**src/rtl/irq_res_pkg.sv**
```systemverilog
package irq_res_pkg;
  localparam int unsigned NUM_LVL   = 16;
  localparam int unsigned LVL_W     = $clog2(NUM_LVL);
  localparam int unsigned SOFT_W    = 17;
  localparam int unsigned TICK_BIT  = 0;
  localparam int unsigned STICK_BIT = 16;
  localparam int unsigned TIMER_LVL = 14;
  localparam int unsigned CODE_W    = 8;
  localparam int unsigned TT_W      = 9;
  localparam logic [CODE_W-LVL_W-1:0] EXT_TT = 4'h4;
endpackage

```
**src/rtl/irq_merge.sv**
```systemverilog
module irq_merge
  import irq_res_pkg::*;
(
  input  logic [NUM_LVL-1:0] ext_lvl_i,
  input  logic [SOFT_W-1:0]  softint_i,
  output logic [NUM_LVL-1:0] pend_o
);
  localparam logic [SOFT_W-1:0] TIMER_MASK =
    (SOFT_W'(1) << TICK_BIT) | (SOFT_W'(1) << STICK_BIT);

  logic [SOFT_W-1:0]  soft_direct;
  logic               timer_hit;
  logic [NUM_LVL-1:0] merged;

  always_comb begin
    soft_direct = softint_i & ~TIMER_MASK;
    timer_hit   = |(softint_i & TIMER_MASK);
    merged      = ext_lvl_i | soft_direct[NUM_LVL-1:0];
    merged[TIMER_LVL] = merged[TIMER_LVL] | timer_hit;
    merged[0]   = 1'b0;  // level 0 is never an interrupt
    pend_o      = merged;
  end
endmodule

```
**src/rtl/irq_pick.sv**
```systemverilog
module irq_pick
  import irq_res_pkg::*;
(
  input  logic [NUM_LVL-1:0] pend_i,
  input  logic [LVL_W-1:0]   pil_i,
  input  logic               v8_mode_i,
  output logic               hit_o,
  output logic [LVL_W-1:0]   lvl_o
);
  logic [NUM_LVL-1:0] elig;

  assign elig[0] = 1'b0;
  for (genvar i = 1; i < NUM_LVL; i++) begin : g_elig
    if (i == NUM_LVL - 1) begin : g_top
      assign elig[i] = pend_i[i] & ((LVL_W'(i) > pil_i) | v8_mode_i);
    end else begin : g_norm
      assign elig[i] = pend_i[i] & (LVL_W'(i) > pil_i);
    end
  end

  always_comb begin
    lvl_o = '0;
    for (int i = 1; i < NUM_LVL; i++) begin
      if (elig[i]) lvl_o = LVL_W'(i);  // later (higher) wins
    end
    hit_o = |elig;
  end
endmodule

```
**src/rtl/irq_gate.sv**
```systemverilog
module irq_gate
  import irq_res_pkg::*;
(
  input  logic [CODE_W-1:0] code_i,
  input  logic              req_i,
  input  logic              ack_i,
  input  logic              int_en_i,
  input  logic [LVL_W-1:0]  pil_i,
  input  logic              v8_mode_i,
  output logic              take_o
);
  logic [LVL_W-1:0] lvl;
  logic             allowed;

  always_comb begin
    lvl     = code_i[LVL_W-1:0];
    allowed = (lvl > pil_i) | (v8_mode_i & (lvl == LVL_W'(NUM_LVL - 1)));
    take_o  = ack_i & req_i & int_en_i & (code_i != '0) & allowed;
  end
endmodule

```
**src/rtl/irq_level_resolver.sv**
```systemverilog
module irq_level_resolver
  import irq_res_pkg::*;
(
  input  logic              clk_i,
  input  logic              rst_ni,
  input  logic [15:0]       ext_lvl_i,
  input  logic [16:0]       softint_i,
  input  logic [3:0]        pil_i,
  input  logic              int_en_i,
  input  logic              v8_mode_i,
  input  logic [2:0]        trap_lvl_i,
  input  logic [8:0]        cur_tt_i,
  input  logic              ack_i,
  output logic [7:0]        code_o,
  output logic              req_o,
  output logic              take_o
);
  logic [NUM_LVL-1:0] pend;
  logic               hit;
  logic [LVL_W-1:0]   win_lvl;
  logic [CODE_W-1:0]  code_q, code_new;
  logic               req_q, take_q, take_d;
  logic               blocked;

  irq_merge i_merge (
    .ext_lvl_i (ext_lvl_i),
    .softint_i (softint_i),
    .pend_o    (pend)
  );

  irq_pick i_pick (
    .pend_i    (pend),
    .pil_i     (pil_i),
    .v8_mode_i (v8_mode_i),
    .hit_o     (hit),
    .lvl_o     (win_lvl)
  );

  irq_gate i_gate (
    .code_i    (code_q),
    .req_i     (req_q),
    .ack_i     (ack_i),
    .int_en_i  (int_en_i),
    .pil_i     (pil_i),
    .v8_mode_i (v8_mode_i),
    .take_o    (take_d)
  );

  assign code_new = {EXT_TT, win_lvl};
  // an outranking trap in service holds off the new request
  assign blocked  = (trap_lvl_i != '0) && (cur_tt_i > TT_W'(code_new));

  always_ff @(posedge clk_i or negedge rst_ni) begin
    if (!rst_ni) begin
      code_q <= '0;
      req_q  <= 1'b0;
      take_q <= 1'b0;
    end else begin
      take_q <= take_d;
      if (pend == '0) begin
        if (req_q) begin
          code_q <= '0;
          req_q  <= 1'b0;
        end
      end else if (int_en_i && hit && !blocked && (code_new != code_q)) begin
        code_q <= code_new;
        req_q  <= 1'b1;
      end
    end
  end

  assign code_o = code_q;
  assign req_o  = req_q;
  assign take_o = take_q;

  p_req_code_r4: assert property (@(posedge clk_i) disable iff (!rst_ni)
    req_o |-> (code_o[7:4] == EXT_TT && code_o[3:0] != 4'h0));

  p_clear_r8: assert property (@(posedge clk_i) disable iff (!rst_ni)
    (ext_lvl_i[15:1] == '0 && softint_i == '0 && req_o) |=> (!req_o && code_o == 8'h00));

  p_ie_hold_r6: assert property (@(posedge clk_i) disable iff (!rst_ni)
    (!int_en_i && ext_lvl_i[15:1] != '0) |=> ($stable(code_o) && $stable(req_o)));

  p_suppress_r7: assert property (@(posedge clk_i) disable iff (!rst_ni)
    (trap_lvl_i != '0 && cur_tt_i > 9'h04F && ext_lvl_i[15:1] != '0) |=> $stable(code_o));

  p_take_r9: assert property (@(posedge clk_i) disable iff (!rst_ni)
    take_o |-> ($past(ack_i) && $past(req_o)));
endmodule

```
**config.mk**
```make
export PLATFORM = sky130hd
export DESIGN_NAME = irq_level_resolver
export DESIGN_NICKNAME = d
export VERILOG_FILES = /design/src/rtl/irq_res_pkg.sv /design/src/rtl/irq_merge.sv /design/src/rtl/irq_pick.sv /design/src/rtl/irq_gate.sv /design/src/rtl/irq_level_resolver.sv
export SDC_FILE = /design/constraint.sdc
export NUM_CORES = 1
export LEC_CHECK = 0
export ABC_AREA = 1
export BUFFER_PORTS_ARGS = -buffer_cell sky130_fd_sc_hd__buf_2
export CORE_ASPECT_RATIO = 1.5
export CORE_MARGIN = 2
export CORE_UTILIZATION = 47
export CTS_CLUSTER_SIZE = 8
export DETAILED_ROUTE_END_ITERATION = 6
export PLACE_DENSITY = 0.9
export SYNTH_ARGS = -nofsm -noshare
export SYNTH_HDL_FRONTEND = slang
export SYNTH_SLANG_ARGS = --single-unit
```
**constraint.sdc**
```tcl
create_clock -name clk_i -period 3.7 [get_ports clk_i]
set_clock_uncertainty 0.2 [all_clocks]
set_input_delay 0.37 -clock clk_i [delete_from_list [all_inputs] [get_ports clk_i]]
set_output_delay 0.37 -clock clk_i [all_outputs]
set_load 0.01 [all_outputs]
```
==> metrics.md <==
| Metric | Value |
|---|---|
| RSZ-0062 raised after global routing | no |
| Status | finished, final reports clean |
| Die span in y | 62.8 um |
| Post-synthesis compound-gate area fraction | about 15% |
| Hold Crit Start | ack_i |
| First-pass DRT Iterations | 4 |
| Leakage | just over 0.0008 uW |
| Worst hold stages | 3 |
| 1st-iter DRT viols | 28 |
| Post-synthesis share of cell area spent on xor and xnor gates | 0% |
| Layout fillers | 222 |
| CP cell instances | buf_2, nor2_1, o21ai_0, and2_1, nand2_1, nand2_1, nand2_1, nand2_1, a21oi_2, ha_1, inv_1, nor2_1, nor2_1, o21a_1, nor2_1, o31ai_1, a21oi_1, nor3b_2, nand2_4, nand3_1, nand2_1 |
| Routability cong. | 0.943 |
| CTS Sinks | 7 |
| Worst stage delay on the critical path | between 300 and 400 ps |
| Largest net degree at the start of global routing | 8 |
| Power density over the cells | 263 mW/mm^2 |
| Layout cells sized above 1 | 32.9% |
| Post-synth EDFFs | 0 |
| Vias in the first global route | 1391 |
| Initial antenna violation count | 0 |
| Die area | 0.00271 mm^2 |
| Worst path top cell family by delay | simple AND/OR/NAND/NOR gates |
| FMAX | 0.323 GHz |
| I/O pin count | 64 |
| Final Slew Violations | 0 |
| Final hold viol count | 0 |
| Synth Area in Simple Gates | 48.0% |
| Flops & latches, synth | 7 |
| Critical Path RT | ~3600 ps |
| Total grt overflow | 0 |
| Max Cap Viol | 0 |
| DR vias | ~1.4k |
| Average cell area after synthesis | 6.01 um^2 |
| WL/cell | 11.3 um |
| R2R setup slack | around 2000 ps |
| Post-CTS resize count | 0 |
| VDD IR-drop max | 0.247 mV |
| Largest family of logic cells by synthesized area | simple AND/OR/NAND/NOR gates |
| Area grow syn2layout | 31.9% |
| First-pass GRT wire length | about 5300 um |
| Post-route ant nets | 0 |
| Worst r2r dst | take_o$_DFF_PN0_ |
| Crit. End Element | flip-flop |
| Min-delay worst type | in -> reg |
| Synthesized cell area | about 0.0011 mm^2 |
| Final setup vio count | 0 |
| Crit Path Category | in -> reg |
| Clock Tree Buf Depth | 2 |
| R2R cell count | 6 |
| TNS Setup | 0 ps |
| DRT Wirelength | 3000 um |
| Area occupied by registers | 175 um^2 |
| Clock Latency Late Sink | 240 ps |
| Hold Path End | take_o$_DFF_PN0_ |
| Startpoint type of the worst setup path | primary input |
| Post-route DRC | 0 |
| Slowest cell on crit path | nor3b_2 |
| Syn Inst Count | 180 |
| Clock transition at path regs | 50 ps |
| Synthesis Warnings | 0 |
| Synth Area in Adders | 9.25% |
| Root Driver | clkbuf_4 |
| Port Buffer Count | 59 |
| Critical path arrival | between 3000 and 4000 ps |
| CTS tree | built |
| Final Net Count | ~300 |
| ANT cells | 0 |
| Multiplexer share of the synthesized area | 0% |
| Core ar. | about 0.0022 mm^2 |
| Drt via density | between 5 and 6 |
| Number of H-tree levels | 1 |
| All-Layer GR Usage | roughly a quarter |
| Post-synthesis sequential area ratio | 16.2% |
| Num CTS Buffers | 3 |
| Period utilization | 83.7% |
| Initial Util | 49.0% |
| Worst path most repeated cell | nand2_1 |
| Tot Pwr | 375 uW |
| Post-synth ARST share | 100% |
| FP Rows | 21 |
| Chip width | 43.2 um |
| Synth Flop Type | dfrtp_1 |
| CP bufs+invs | 2 |
| Synth unique cells | 35 |
| Area of the multi-input gates | 790 um^2 |
| Minimum clock period | 3100 ps |
| Dpl hpwl | 2570 um |
| Worst Path Max Fanout | 6 |
| R2R Path Start | code_o[3]$_DFFE_PN0P_ |
## synth_stat cells, types with 2 or more instances
cell type,instances,area (um^2)
a21oi_1,4,20.0
buf_4,3,22.5
dfrtp_1,7,175
ha_1,8,100
inv_1,24,90.1
inv_2,2,7.51
nand2_1,41,154
nand2_2,5,31.3
nand3_1,13,65.1
nand3b_1,3,22.5
nand4_1,2,12.5
nor2_1,29,109
nor3_1,3,15.0
nor4_1,3,18.8
o211ai_1,2,15.0
o21ai_0,7,35.0
o21ai_1,4,20.0
or2_2,3,18.8
## cells by family after synthesis
logic type	count (synthesis)
other cells	1
compound gates	25
buf+inv	30
fa+ha+maj	8
simple gates	109
flops	7
## worst max path at each step
stage                       startpoint                    end  slack [ps]  cells past startpoint
after floorplan           softint_i[3]  code_o[2]$_DFFE_PN0P_         810                     20
after global placement        pil_i[1]  code_o[2]$_DFFE_PN0P_         400                     21
after detailed placement      pil_i[1]  code_o[3]$_DFFE_PN0P_         370                     21
after CTS                     pil_i[1]  code_o[3]$_DFFE_PN0P_         600                     21
after global routing          pil_i[2]  code_o[3]$_DFFE_PN0P_         290                     26
final                         pil_i[1]  code_o[3]$_DFFE_PN0P_         600                     21
## per-stage QoR
step	setup slack, ps	cells	instance area, um^2	hold slack (ps)	util (%)
after detailed placement	367	261	1390	11.6	63.0
after CTS	596	266	1430	179	64.7
after global routing	295	266	1430	192	64.7
final	604	266	1430	184	64.7
after global placement	401	261	1390	2.04	63.0
after floorplan	810	182	1090	-126	-
## worst reg2reg max path, stage by stage, from the launching register on
cell      delay (ps)
dfrtp_1          470
ha_1             340
nand2_1           50
inv_1             60
o21ai_0           70
a32o_1           200
a221oi_1         230
## area by class of cell
| cell class | instances | area share, % |
|---|---|---|
| Clock buffer | 4 | 1.84 |
| Tap cell | 23 | 2.02 |
| Multi-Input combinational cell | 145 | 55.3 |
| Timing Repair Buffer | 60 | 21.4 |
| Sequential cell | 7 | 12.3 |
| Inverter | 27 | 7.19 |
## layer usage
layer,vias up,share of wire (%),GRT usage (%)
met5,-,0,0
met4,0,2.7,9.85
met3,8,6.7,2.89
met2,59,54,46.6
met1,606,36,24.6
li1,717,-,-
## sequential cells by signal (all words and copies together), names as in the netlist
register	flops
take_o	1
code_o	5
req_o	1
## cells in the final DEF, fill, tap and decap left out, types with 3 or more instances in the layout
master	Yosys	layout
nand2_1	41	41
nor2_1	29	29
clkbuf_4	0	3
conb_1	1	3
a21oi_1	4	4
o21ai_0	7	7
buf_2	0	59
ha_1	8	8
nand3b_1	3	3
dfrtp_1	7	7
or2_2	3	3
nor4_1	3	3
inv_1	24	24
nand3_1	13	13
nand2_2	5	5
nor3_1	3	3
o21ai_1	4	4
## power breakdown
group          total (uW)  leakage [uW]  switching, uW  internal, uW
sequential            118     0.0000775           27.5          90.9
clock                67.8     0.0000150           26.8          41.1
combinational         189      0.000732            105          84.4
## timing repair
action	in CTS	in global routing
buffers inserted	0	0
endpoints found under the hold margin	7	0
hold buffers	1	0
No activity file was read; power rests on OpenSTA's default activity.
